`src/rtl/mxfer_pkg.sv`:
```
package mxfer_pkg;

  typedef struct packed {
    logic capture;  // latch a new command
    logic advance;  // retire the current transfer
  } dpStrobe_t;

  typedef enum logic [1:0] {
    ST_IDLE = 2'd0,
    ST_MOVE = 2'd1,
    ST_FIN  = 2'd2
  } seqState_t;

endpackage

```
`src/rtl/mxfer_lowest_pick.sv`:
```
module mxfer_lowest_pick #(
  parameter int N = 16,
  localparam int IDX_W = $clog2(N)
) (
  input  logic [N-1:0]     vec,
  output logic [IDX_W-1:0] idx
);
  always_comb begin
    idx = '0;
    for (int i = N - 1; i >= 0; i--) begin
      if (vec[i]) idx = IDX_W'(i);
    end
  end
endmodule

```
`src/rtl/mxfer_datapath.sv`:
```
module mxfer_datapath
  import mxfer_pkg::*;
#(
  parameter int ADDR_W     = 32,
  parameter int NREG       = 16,
  parameter int WORD_BYTES = 4,
  localparam int IDX_W = $clog2(NREG),
  localparam int CNT_W = $clog2(NREG + 1),
  localparam int SHIFT = $clog2(WORD_BYTES)
) (
  input  logic              clk,
  input  logic              rst_n,
  input  dpStrobe_t         strobe,
  input  logic [ADDR_W-1:0] cmdBase,
  input  logic [NREG-1:0]   cmdMask,
  input  logic              cmdLoad,
  input  logic              cmdUp,
  input  logic              cmdBefore,
  input  logic              cmdWback,
  input  logic              cmdRestore,
  output logic [ADDR_W-1:0] curAddr,
  output logic [IDX_W-1:0]  regIdx,
  output logic              cmdEmpty,
  output logic              lastOne,
  output logic [ADDR_W-1:0] baseNext,
  output logic              isLoad,
  output logic              wbEn,
  output logic              hasPc,
  output logic              sBit
);
  localparam logic [ADDR_W-1:0] STEP = ADDR_W'(WORD_BYTES);

  logic [NREG-1:0]   remMask;
  logic [CNT_W-1:0]  selCount;
  logic [ADDR_W-1:0] span, alignedBase, startAddr, finalBase;

  always_comb begin
    selCount = '0;
    for (int i = 0; i < NREG; i++) selCount = selCount + CNT_W'(cmdMask[i]);
  end

  always_comb begin
    span        = ADDR_W'(selCount) << SHIFT;
    alignedBase = cmdBase & ~(STEP - ADDR_W'(1));
    unique case ({cmdUp, cmdBefore})
      2'b10:   startAddr = alignedBase;
      2'b11:   startAddr = alignedBase + STEP;
      2'b00:   startAddr = alignedBase - span + STEP;
      default: startAddr = alignedBase - span;
    endcase
    finalBase = cmdUp ? alignedBase + span : alignedBase - span;
  end

  always_ff @(posedge clk) begin
    if (!rst_n) begin
      remMask  <= '0;
      curAddr  <= '0;
      baseNext <= '0;
      isLoad   <= 1'b0;
      wbEn     <= 1'b0;
      hasPc    <= 1'b0;
      sBit     <= 1'b0;
    end else if (strobe.capture) begin
      remMask  <= cmdMask;
      curAddr  <= startAddr;
      baseNext <= finalBase;
      isLoad   <= cmdLoad;
      wbEn     <= cmdWback;
      hasPc    <= cmdMask[NREG-1];
      sBit     <= cmdRestore;
    end else if (strobe.advance) begin
      remMask <= remMask & (remMask - NREG'(1));
      curAddr <= curAddr + STEP;
    end
  end

  mxfer_lowest_pick #(.N(NREG)) u_pick (.vec(remMask), .idx(regIdx));

  assign cmdEmpty = (cmdMask == '0);
  assign lastOne  = ((remMask & (remMask - NREG'(1))) == '0);

  AST_IDX_RISE: assert property (@(posedge clk) disable iff (!rst_n)
    (strobe.advance && !lastOne) |=> (regIdx > $past(regIdx)));

endmodule

```
`src/rtl/mxfer_ctrl.sv`:
```
module mxfer_ctrl
  import mxfer_pkg::*;
(
  input  logic      clk,
  input  logic      rst_n,
  input  logic      cmdStart,
  input  logic      cmdEmpty,
  input  logic      lastOne,
  input  logic      memReady,
  output dpStrobe_t strobe,
  output logic      memValid,
  output logic      busy,
  output logic      done
);
  seqState_t state, nextState;

  always_comb begin
    nextState = state;
    strobe    = '0;
    unique case (state)
      ST_IDLE: if (cmdStart) begin
        strobe.capture = 1'b1;
        nextState      = cmdEmpty ? ST_FIN : ST_MOVE;
      end
      ST_MOVE: if (memReady) begin
        strobe.advance = 1'b1;
        if (lastOne) nextState = ST_FIN;
      end
      ST_FIN:  nextState = ST_IDLE;
      default: nextState = ST_IDLE;
    endcase
  end

  always_ff @(posedge clk) begin
    if (!rst_n) state <= ST_IDLE;
    else        state <= nextState;
  end

  assign memValid = (state == ST_MOVE);
  assign done     = (state == ST_FIN);
  assign busy     = (state != ST_IDLE);

  AST_DONE_AFTER_LAST: assert property (@(posedge clk) disable iff (!rst_n)
    (memValid && memReady && lastOne) |=> done);
  AST_DONE_PULSE: assert property (@(posedge clk) disable iff (!rst_n)
    done |=> !done);
  AST_EMPTY_SKIP: assert property (@(posedge clk) disable iff (!rst_n)
    (!busy && cmdStart && cmdEmpty) |=> (done && !memValid));

endmodule

```
`src/rtl/mxfer_seq.sv`:
```
module mxfer_seq
  import mxfer_pkg::*;
#(
  parameter int ADDR_W     = 32,
  parameter int NREG       = 16,
  parameter int WORD_BYTES = 4,
  localparam int IDX_W = $clog2(NREG),
  localparam int SHIFT = $clog2(WORD_BYTES)
) (
  input  logic              clk,
  input  logic              rst_n,
  input  logic              cmdStart,
  input  logic [ADDR_W-1:0] cmdBase,
  input  logic [NREG-1:0]   cmdMask,
  input  logic              cmdLoad,
  input  logic              cmdUp,
  input  logic              cmdBefore,
  input  logic              cmdWback,
  input  logic              cmdRestore,
  output logic              busy,
  output logic              memValid,
  input  logic              memReady,
  output logic              memWrite,
  output logic [ADDR_W-1:0] memAddr,
  output logic [IDX_W-1:0]  regIdx,
  output logic              done,
  output logic              wbValid,
  output logic [ADDR_W-1:0] wbBase,
  output logic              retTaken,
  output logic              retRestore
);
  dpStrobe_t strobe;
  logic cmdEmpty, lastOne, isLoad, wbEn, hasPc, sBit;

  mxfer_ctrl u_ctrl (
    .clk(clk), .rst_n(rst_n), .cmdStart(cmdStart), .cmdEmpty(cmdEmpty),
    .lastOne(lastOne), .memReady(memReady), .strobe(strobe),
    .memValid(memValid), .busy(busy), .done(done)
  );

  mxfer_datapath #(.ADDR_W(ADDR_W), .NREG(NREG), .WORD_BYTES(WORD_BYTES)) u_dp (
    .clk(clk), .rst_n(rst_n), .strobe(strobe), .cmdBase(cmdBase),
    .cmdMask(cmdMask), .cmdLoad(cmdLoad), .cmdUp(cmdUp), .cmdBefore(cmdBefore),
    .cmdWback(cmdWback), .cmdRestore(cmdRestore), .curAddr(memAddr),
    .regIdx(regIdx), .cmdEmpty(cmdEmpty), .lastOne(lastOne),
    .baseNext(wbBase), .isLoad(isLoad), .wbEn(wbEn), .hasPc(hasPc), .sBit(sBit)
  );

  assign memWrite   = !isLoad;
  assign wbValid    = done && wbEn;
  assign retTaken   = done && isLoad && hasPc;
  assign retRestore = retTaken && sBit;

  AST_ALIGNED: assert property (@(posedge clk) disable iff (!rst_n)
    memValid |-> (memAddr[SHIFT-1:0] == '0));
  AST_STALL_HOLD: assert property (@(posedge clk) disable iff (!rst_n)
    (memValid && !memReady) |=> (memValid && $stable(memAddr) && $stable(regIdx)));
  AST_ADDR_STEP: assert property (@(posedge clk) disable iff (!rst_n)
    (memValid && memReady) |=> (!memValid || memAddr == $past(memAddr) + ADDR_W'(WORD_BYTES)));

endmodule

```
`config.mk`:
```
export PLATFORM = sky130hd
export DESIGN_NAME = mxfer_seq
export DESIGN_NICKNAME = d
export VERILOG_FILES = /design/src/rtl/mxfer_pkg.sv /design/src/rtl/mxfer_lowest_pick.sv /design/src/rtl/mxfer_datapath.sv /design/src/rtl/mxfer_ctrl.sv /design/src/rtl/mxfer_seq.sv
export SDC_FILE = /design/constraint.sdc
export NUM_CORES = 1
export LEC_CHECK = 0
export BUFFER_PORTS_ARGS = -buffer_cell sky130_fd_sc_hd__buf_2
export CELL_PAD_IN_SITES_DETAIL_PLACEMENT = 0
export CELL_PAD_IN_SITES_GLOBAL_PLACEMENT = 2
export CORE_MARGIN = 5
export CORE_UTILIZATION = 34
export CTS_BUF_LIST = sky130_fd_sc_hd__clkbuf_4
export CTS_CLUSTER_DIAMETER = 150
export DETAILED_ROUTE_END_ITERATION = 16
export PLACE_DENSITY_LB_ADDON = 0.3
export SLEW_MARGIN = 20
export SYNTH_ARGS = -nofsm -noshare
export SYNTH_HDL_FRONTEND = slang
export SYNTH_HIERARCHICAL = 1
export SYNTH_SLANG_ARGS = --single-unit
```
`constraint.sdc`:
```
create_clock -name clk -period 7.5 [get_ports clk]
set_input_delay 0.75 -clock clk [delete_from_list [all_inputs] [get_ports clk]]
set_output_delay 0.75 -clock clk [all_outputs]
set_load 0.05 [all_outputs]
```
## Yosys cells after proc, flatten, opt, wreduce, memory -nomap -nowiden

Cells that the tools add are included.

- $add $sub $neg: 21
- Multiply operators: 0
- Div/mod/pow operators: 0
- Order comparisons: 0
- Eq/ne operators: 7
- Shifts and indexed selects: 0
- Multiplexer cells: 31
- Bitwise logic cells: 1
- Reduce and logical (&&, ||, !) cells: 12

Operators with widths:

| kind | count |
|---|---|
| adder 32 x 3 -> 32 bit (second input constant) | 3 |
| 2-to-1 mux 32 bit | 3 |
| case mux 32 bit (3 select lines) | 1 |
| adder 5 x 1 -> 5 bit | 14 |
| 2-to-1 mux 4 bit | 16 |
| adder 32 x 7 -> 32 bit | 1 |
| logical NOT 16 bit | 2 |
| 2-to-1 mux 16 bit | 2 |
| subtractor 32 x 7 -> 32 bit | 1 |
| bitwise AND 16 bit | 1 |
| subtractor 16 x 1 -> 16 bit (second input constant) | 1 |
| 2-to-1 mux 2 bit | 4 |
| == test 2 bit (second input constant) | 3 |
| logical AND 1 bit | 4 |
| logical NOT 2 bit | 2 |
| 2-to-1 mux 1 bit | 4 |
| != test 2 x 1 -> 1 bit (second input constant) | 2 |
| case mux 2 bit (2 select lines) | 1 |
| nonzero test 2 bit | 2 |
| AND reduction 3 bit | 1 |
| adder 1 x 1 -> 2 bit | 1 |
| == test 2 x 1 -> 1 bit (second input constant) | 1 |
| != test 2 bit (second input constant) | 1 |
| logical NOT 1 bit | 1 |

- Bits in registers: 86
- Bits in latches: 0
- Memory bits (writable): 0
- Memory bits (read-only): 0
- Input port bits: 57
- Output and inout bits: 75
- Word-level logic and storage cells: 80
- Memories: 0

## Longest topological paths before layout

Gate-level depths: netlist of the first run.

- Word-level depth: 19
- Depth in mapped cells: 24
- Mapped depth without buffers: 23

## By module

Netlist of the first run, hierarchy kept.

Modules (own cells, without submodules):

| module | instances | cells each | area each (µm²) | seq. area each (µm²) |
|---|---|---|---|---|
| mxfer_datapath | 1 | 1,027 | 7,801.2 | 1,601.5 |
| mxfer_lowest_pick | 1 | 31 | 178.9 | 0.0 |
| mxfer_ctrl | 1 | 12 | 136.4 | 40.0 |
| mxfer_seq | 1 | 4 | 27.5 | 0.0 |

## Worst setup path before layout of the first run

Ideal clock, no wire load.

- Kind: in2reg
- Start: input cmdMask[0]
- End: register u_dp.curAddr[31]
- Library setup time: 0.087 ns
- Data arrival time: 6.567 ns
- Required time: 7.413 ns
- Slack: 0.846 ns
- Cell stages on the path: 19
- Path buffers: 0
- Cell sequence: inv_1 -> fa_1 -> fa_1 -> fa_1 -> fa_1 -> inv_1 -> ha_1 -> fa_1 -> xor2_1 -> ha_1 -> nor2b_1 -> a2111oi_2 -> nor4_1 -> xnor2_1 -> or4_1 -> or3_4 -> nor4_2 -> mux2_2 -> o31ai_1

- Word-level cells in the longest chain between the ends: 19

RTL lines:

| element | RTL line | text |
|---|---|---|
| from (decl) | mxfer_seq.sv:14 | `input logic [NREG-1:0] cmdMask,` |
| adder 1 x 1 -> 2 bit (*) | mxfer_datapath.sv:39 | `for (int i = 0; i < NREG; i++) selCount = selCount + CNT_W'(cmdMask[i]);` |
| adder 5 x 1 -> 5 bit (*) (14 in series) | mxfer_datapath.sv:39 |  |
| subtractor 32 x 7 -> 32 bit (*) | mxfer_datapath.sv:48, mxfer_datapath.sv:49 |  |
| adder 32 x 3 -> 32 bit | mxfer_datapath.sv:48 | `2'b00: startAddr = alignedBase - span + STEP;` |
| case mux 32 bit (3 select lines) (*) | mxfer_datapath.sv:45 | `unique case ({cmdUp, cmdBefore})` |
| 2-to-1 mux 32 bit (*) | mxfer_datapath.sv:63 | `end else if (strobe.capture) begin` |
| to (signal assigned) | mxfer_datapath.sv:65 | `curAddr <= startAddr;` |
| to (signal assigned) | mxfer_datapath.sv:73 | `curAddr <= curAddr + STEP;` |
| to (decl) | mxfer_datapath.sv:21 | `output logic [ADDR_W-1:0] curAddr,` |

Mark *: on every way between the ends. The rest lies on a longest branch, timed or not.
A chain may end at the register's enable or synchronous reset.

## Worst setup path after layout of the first run

- Start: input cmdMask[0]
- End: register u_dp.curAddr[19]

The elaborated chain is that of the path after synthesis.

==> results of run 1 <==
## worst max path at each step
| stage | from | to | slack (ps) | depth (start not counted) |
|---|---|---|---|---|
| 2_1_floorplan | cmdMask[0] | u_dp/curAddr[31]$_SDFFE_PN0N_ | 850 | 19 |
| 3_3_place_gp | cmdMask[0] | u_dp/curAddr[19]$_SDFFE_PN0N_ | 160 | 22 |
| 3_5_place_dp | cmdMask[0] | u_dp/curAddr[19]$_SDFFE_PN0N_ | 150 | 22 |
| 4_1_cts | cmdMask[0] | u_dp/curAddr[19]$_SDFFE_PN0N_ | 690 | 22 |
| 5_1_grt | cmdMask[0] | u_dp/curAddr[19]$_SDFFE_PN0N_ | 360 | 22 |
| 6_report | cmdMask[0] | u_dp/curAddr[19]$_SDFFE_PN0N_ | 610 | 22 |
## cell type report
type	instances	share of cell area
multi-input cells	871	0.651
clock buffers	10	0.00832
repair buffers	149	0.0893
diodes	1	0.000277
well taps	319	0.0442
clock inverters	6	0.00555
flip-flops and latches	82	0.182
inverters	46	0.0191
## stage by stage
step	setup slack (ps)	utilization	std cells	area, µm²
after global routing	362	0.383	1484	9020
after CTS	694	0.383	1483	9020
after detailed placement	145	0.378	1467	8890
after global placement	160	0.378	1467	8890
after floorplan	846	-	1077	8160
final	606	0.383	1484	9020
## worst max-delay path, delay by kind of cell
family	cells	cell delay [ps]
AND/OR/NAND/NOR	4	1060
adder cells (fa/ha/maj)	7	3050
AO/OA/AOI/OAI	4	1420
XOR/XNOR	2	300
buffers and inverters	5	640
## cells in the final DEF (no fill, tap or decap), types with 22 or more instances in the layout
cell type  count
buf_4         24
a21oi_1       72
nand3_1       54
dfxtp_1       82
nor3_1        33
nand2_1       75
xor2_1        43
nand4_1       23
mux2i_1       25
inv_1         44
xnor2_1       68
nor4_1        23
ha_1          22
buf_2        125
o21ai_0       45
nor2_1       111
## power groups by stage
stage	registers [mW]	logic, mW	clock network [mW]
3_3_place_gp	0.545	1.30	0
4_1_cts	0.537	1.31	0.284
6_report	0.537	1.31	0.269
2_1_floorplan	0.673	0.862	0
5_1_grt	0.546	1.44	0.300
3_5_place_dp	0.547	1.30	0
## sequential cells by signal (all words and copies together) (netlist names)
| signal | count |
|---|---|
| u_dp/isLoad | 1 |
| u_dp/curAddr | 30 |
| u_dp/sBit | 1 |
| u_dp/baseNext | 30 |
| u_ctrl/state | 2 |
| u_dp/wbEn | 1 |
| u_dp/remMask | 16 |
| u_dp/hasPc | 1 |
## kinds of logic after synthesis
kind of cell	count (synthesis)	synth area share
AO/OA/AOI/OAI	260	0.215
multiplexers	26	0.0321
adder cells (fa/ha/maj)	38	0.0682
flip-flops	82	0.202
XOR/XNOR	111	0.119
buffers and inverters	124	0.0793
other	1	0.000460
AND/OR/NAND/NOR	432	0.284
## synthesized netlist by cell type (all sizes together), types with 4 or more instances
cell	count	area, µm²
nor2	111	417
dfxtp	82	1640
nand2	75	282
a21oi	72	360
xnor2	68	596
clkbuf	55	357
nand3	54	270
o21ai	48	240
inv	46	173
xor2	43	377
nor3	34	175
nor4	30	249
mux2i	25	250
nand4	24	156
buf	22	106
ha	22	275
and3	20	128
a21o	18	136
a211oi	15	118
a31oi	14	87.6
or3	14	93.8
and2	13	85.1
or4	13	109
a221oi	12	105
fa	12	240
o31ai	12	90.1
or2	9	56.3
nand2b	8	55.1
o211ai	8	60.1
o22ai	8	50.1
nor2b	7	46.3
o311ai	7	61.3
and4	5	43.8
a2111oi	4	53.8
maj3	4	40.0
nand3b	4	30.0
nor4b	4	47.6
o211a	4	40.0
o2bb2ai	4	35.0
## layer usage
metal | wire length (µm) | part of all wire | global-route usage
met3 | 1770 | 0.061 | 0.0267
met2 | 12100 | 0.42 | 0.312
met4 | 364 | 0.013 | 0.0488
met1 | 14600 | 0.51 | 0.322
met5 | 0 | 0 | 0
==> results.ini, run 1 <==
[min_path]
min_path_type = reg2reg
min_to = u_dp/baseNext[2]$_SDFFE_PN0P_
hp-start = u_dp/baseNext[2]$_SDFFE_PN0P_
min_path_cells = 2

[worst_setup_path]
cpMaxStageDelayCell = fa_1
reg2reg_to = u_ctrl/state[1]$_SDFFE_PN0P_
r2r_slack_ps = 3350
critical_path_required_ps = 7840
rr_worst_depth = 10
critPathLaunchType = input pin
critPathMaxFanout = 10
crit_arrival_ps = 7230
crit_type = in2reg
r2r_start = u_dp/remMask[5]$_SDFFE_PN0N_
critPathMostFrequentCell = fa_1
slowest_delay_ps = 580
crit_chain = buf_2, inv_1, fa_1, fa_1, fa_1, fa_1, inv_1, ha_1, fa_1, xor2_1, ha_1, nor2_1, o311a_2, or3_2, a222oi_1, nand4_2, buf_4, nor3_1, xnor2_1, a221oi_1, buf_4, a211oi_1
endpoint_kind = flip-flop

[floorplan]
start_util = 0.346
io-pin-count = 132
core_um2 = 23500
die_h_um = 165
die_w_um = 165
num_rows = 56
fp.dieArea_um2 = 27100

[pwr]
power_frac_seq = 0.254
peakVddDrop_mv = 0.135
combinationalPowerShare = 0.619
leakage_nw = 3.55
switching_share = 0.518
power.switching_mw = 1.09
p_int_mw = 1.02
power_density_nw_per_um2 = 234
finalPower_mw = 2.11
clkPwrFrac = 0.127

[timing]
min_period_ps = 6890
tightest_slew_ps = 1070
slew_headroom = 0.287
fin_tns_setup_ps = 0
drv_slew = 0
timing.fmax_mhz = 145
whs_ps = 487
skew_ps = 26.2
setup_viol_count_final = 0
hold_viol = 0
rsz0062_at_grt = no
period_share = 0.919

[synthesis]
yosysSeqAreaShare = 0.202
synth-edff-count = 0
ys_types = 93
synth_area_um2 = 8140
synthArstFlopShare = 0
syn-mean-instance-area_um2 = 7.58
synth-seq-cells = 82
yosysWarnings = 6
synthCells = 1074
ys.flop_type = dfxtp_1

[global_route]
grt_max_degree = 67
antenna_found_initial = 2
overflow = 0
track_usage = 0.210
grt_pass1_wl_um = 44900
grt_pass1_vias = 7691

[final_layout]
drive_above_1_share = 0.181
nFillCells = 2573
multi_input_area_um2 = 5870
seq_area_um2 = 1640
synthToLayoutAreaGrowth_pct = 10.8
nets = 1250

[clocking]
post_cts_resized = 0
cts_tree = done
insertion_delay_ps = 480
cts_root_buf = clkbuf_4
cts_setup_buffers = 0
clock_path_buffers = 2
cts_hold_buf = 0
clock_sinks = 82
numCtsBuffers = 9
clkTransAtPathRegs_ps = 170
htreeDepth = 3

[flow_run]
cap_viol_max_count = 0

[route]
antenna_left = 0
dr.pass1.iters = 5
first_iter_violations = 697
routed_wl_um = 28900
drc = 0
wire_per_inst_um = 19.5
vias_per_cell = 5.54
vias = 8215

[placed_design]
portBuffers = 125
place.detailed.hpwl_um = 21500
gp_congestion = 0.942

[run_status]
status = finished clean

Power figures use the tool's default switching activity.
==> run 2: changes to the inputs <==
CORE_UTILIZATION = 33   (was 34)
SYNTH_HIERARCHICAL = not set   (was 1)
==> run 2 against run 1 <==
Sequential share of layout area barely moved. Register-to-register slack improved by 1200 ps. Core utilization fell by 0.061 points. Cell area rose by 0.14%. Largest cell class unchanged.
==> results.ini, run 2 <==
[worst_setup_path]
endpoint_kind = flip-flop
slowest_delay_ps = 640  ; +60 ps
critical_path_required_ps = 7880  ; +40 ps
cpMaxStageDelayCell = a2111oi_0
critPathMaxFanout = 8  ; -2
cp_num_buf_inv = 5  ; unchanged
crit_arrival_ps = 7490  ; +260 ps
path_delay_family = adder cells
crit_chain = buf_2, inv_1, ha_1, inv_1, fa_1, fa_1, fa_1, fa_1, fa_1, fa_1, inv_1, ha_1, or2_1, a2111oi_4, o21ai_2, o31a_1, or3_1, nor3_2, a211oi_1, a2111oi_0, buf_4, o22ai_1
crit_type = in2reg
critPathMostFrequentCell = fa_1
critPathLaunchType = input pin

[pwr]
power_frac_seq = 0.244  ; -0.010
power_density_nw_per_um2 = 243  ; +3.6%
combinationalPowerShare = 0.615  ; -0.004
switching_share = 0.520  ; +0.00198
power.switching_mw = 1.14  ; +4.2%
p_int_mw = 1.05  ; +3.3%
peakVddDrop_mv = 0.139  ; +2.5%
clkPwrFrac = 0.141  ; +0.014
leakage_nw = 3.47  ; -2.2%

[clocking]
numCtsBuffers = 9  ; unchanged
clock_path_buffers = 2  ; unchanged
post_cts_resized = 0  ; unchanged
htreeDepth = 3  ; unchanged
clock_sinks = 82  ; unchanged
cts_tree = done
cts_setup_buffers = 0  ; unchanged
clkTransAtPathRegs_ps = 170  ; about the same
insertion_delay_ps = 490  ; about the same
cts_root_buf = clkbuf_4
cts_hold_buf = 0  ; unchanged

[synthesis]
synth_commonest_cells = 130 x nand2_1, 105 x nor2_1, 99 x a21oi_1, 82 x dfxtp_1, 75 x clkbuf_1
ys_top_cells_by_area = dfxtp_1 21%, xnor2_1 6.3%, a21oi_1 6.2%
synthArstFlopShare = 0  ; unchanged
syn-mean-instance-area_um2 = 7.02  ; -7.4%
yosysSeqAreaShare = 0.206  ; +0.00437
synth_top_area_frac = 0.206  ; +0.00437
synth-edff-count = 0  ; unchanged
synth-seq-cells = 82  ; unchanged
ys_types = 81  ; -13%
synthCells = 1135  ; +5.7%
yosysWarnings = 0  ; -6
yosys.area.top_type = dfxtp_1
ys.flop_type = dfxtp_1
synth_area_um2 = 7970  ; -2.1%
synth.most_common_cell = nand2_1

[global_route]
grt_pass1_wl_um = 46900  ; +4.5%
antenna_found_initial = 1  ; -1
overflow = 0  ; unchanged
grt_max_degree = 72  ; +7.5%
track_usage = 0.220  ; +0.00942
grt_pass1_vias = 7930  ; +3.1%

[timing]
skew_ps = 24.3  ; -1.86 ps
rsz0062_at_grt = no
whs_ps = 462  ; -25.0 ps
hold_viol = 0  ; unchanged
tightest_slew_ps = 984  ; -83.0 ps
min_period_ps = 7120  ; +222 ps
period_share = 0.949  ; +0.0295
slew_headroom = 0.342  ; +0.0544
fin_tns_setup_ps = 0  ; unchanged
timing.fmax_mhz = 141  ; -3.1%
setup_viol_count_final = 0  ; unchanged
drv_slew = 0  ; unchanged

[floorplan]
io-pin-count = 132  ; unchanged
fp.dieArea_um2 = 27400  ; +0.80%
start_util = 0.338  ; -0.00834
core_um2 = 23600  ; +0.30%
num_rows = 56  ; unchanged
die_h_um = 165  ; +0.40%
die_w_um = 165  ; +0.40%

[placed_design]
placed_cells = 1524  ; +3.9%
gp_congestion = 0.905  ; -3.9%
place.detailed.hpwl_um = 22700  ; +5.7%
portBuffers = 125  ; unchanged

[final_layout]
fin_util = 0.383  ; -0.000608
top_regs = u_dp.baseNext: 30 flops, u_dp.curAddr: 30 flops, u_dp.remMask: 16 flops
synthToLayoutAreaGrowth_pct = 13.3
instances_no_fill = 1541  ; +3.8%
nets = 1308  ; +4.6%
layout_commonest_cell = nand2_1
drive_above_1_share = 0.170  ; -0.0109
final_cell_mix = 129 x nand2_1, 125 x buf_2, 104 x nor2_1, 99 x a21oi_1, 82 x dfxtp_1

[route]
dr.pass1.iters = 6  ; +1
vias = 8538  ; +3.9%
first_iter_violations = 891  ; +28%
vias_per_cell = 5.54  ; about the same
antenna_left = 0  ; unchanged
wire_per_inst_um = 19.7  ; +1.4%
routed_wl_um = 30400  ; +5.3%
drc = 0  ; unchanged

[flow_run]
cap_viol_max_count = 0  ; unchanged

[min_path]
min_path_type = reg2reg

[run_status]
status = finished clean

[run 2: changes by cell type in the layout (fill, tap and decap cells not counted), moves of 13 or more]
cell,previous run,this run
a21oi_1,72,99
mux2i_1,25,4
nand2_1,75,129
nand3_1,54,41
nor3_1,33,46
[run 2: final timing paths]
| check | from | cells after the start | to | slack [ps] |
|---|---|---|---|---|
| worst max register to register | u_ctrl.state[0]$_SDFFE_PN0P_ | 10 | u_dp.curAddr[27]$_SDFFE_PN0P_ | 4600 |
| worst max-delay path | cmdMask[0] | 22 | u_dp.curAddr[23]$_SDFFE_PN0P_ | 380 |
| worst min register to register | u_dp.baseNext[16]$_SDFFE_PN0P_ | 2 | u_dp.baseNext[16]$_SDFFE_PN0P_ | 460 |
| worst min-delay path | u_dp.baseNext[16]$_SDFFE_PN0P_ | 2 | u_dp.baseNext[16]$_SDFFE_PN0P_ | 460 |
[run 2: worst register-to-register path, delay by kind of cell, from the launching register on]
family	cells	cell delay [ps]
compound gates	2	500
buf+inv	1	180
simple gates	7	1800
flops	1	390
[run 2: area by class of cell]
class / instances / area, µm²
multi-input combinational: 916 / 5790
clock buffer: 9 / 67.6
clock inverter: 7 / 76.3
fill: 2598 / 14600
antenna: 1 / 2.50
inverter: 48 / 180
timing repair buffer: 159 / 881
tap: 319 / 399
sequential: 82 / 1640
[run 2: through the flow]
step | setup slack, ps | total power [mW] | area (µm²)
2_1_floorplan | 503 | 1.54 | 7980
3_3_place_gp | -75.4 | 1.89 | 8880
4_1_cts | 450 | 2.21 | 9030
5_1_grt | 3.26 | 2.35 | 9030
3_5_place_dp | -69.9 | 1.89 | 8880
6_report | 384 | 2.19 | 9030
[run 2: power groups by stage]
stage / sequential (mW) / clock (mW) / combinational (mW)
floorplan: 0.671 / 0 / 0.869
global placement: 0.544 / 0 / 1.35
detailed placement: 0.545 / 0 / 1.34
CTS: 0.536 / 0.320 / 1.35
global route: 0.545 / 0.338 / 1.47
finish: 0.536 / 0.309 / 1.35
[run 2: layer usage]
layer / track usage / vias up / routed length, µm
li1: - / 4242 / -
met1: 0.346 / 3997 / 15500
met2: 0.321 / 280 / 12600
met3: 0.0283 / 19 / 2010
met4: 0.0371 / 0 / 325
met5: 0 / - / 0
[run 2: logic make-up after synthesis]
logic type      count (synthesis)  synth area share
other cells                     1          0.000470
fa+ha+maj                      37            0.0687
mux                             4           0.00502
xor+xnor                       93             0.102
simple gates                  474             0.297
flops                          82             0.206
buf+inv                       140            0.0705
compound gates                304             0.250
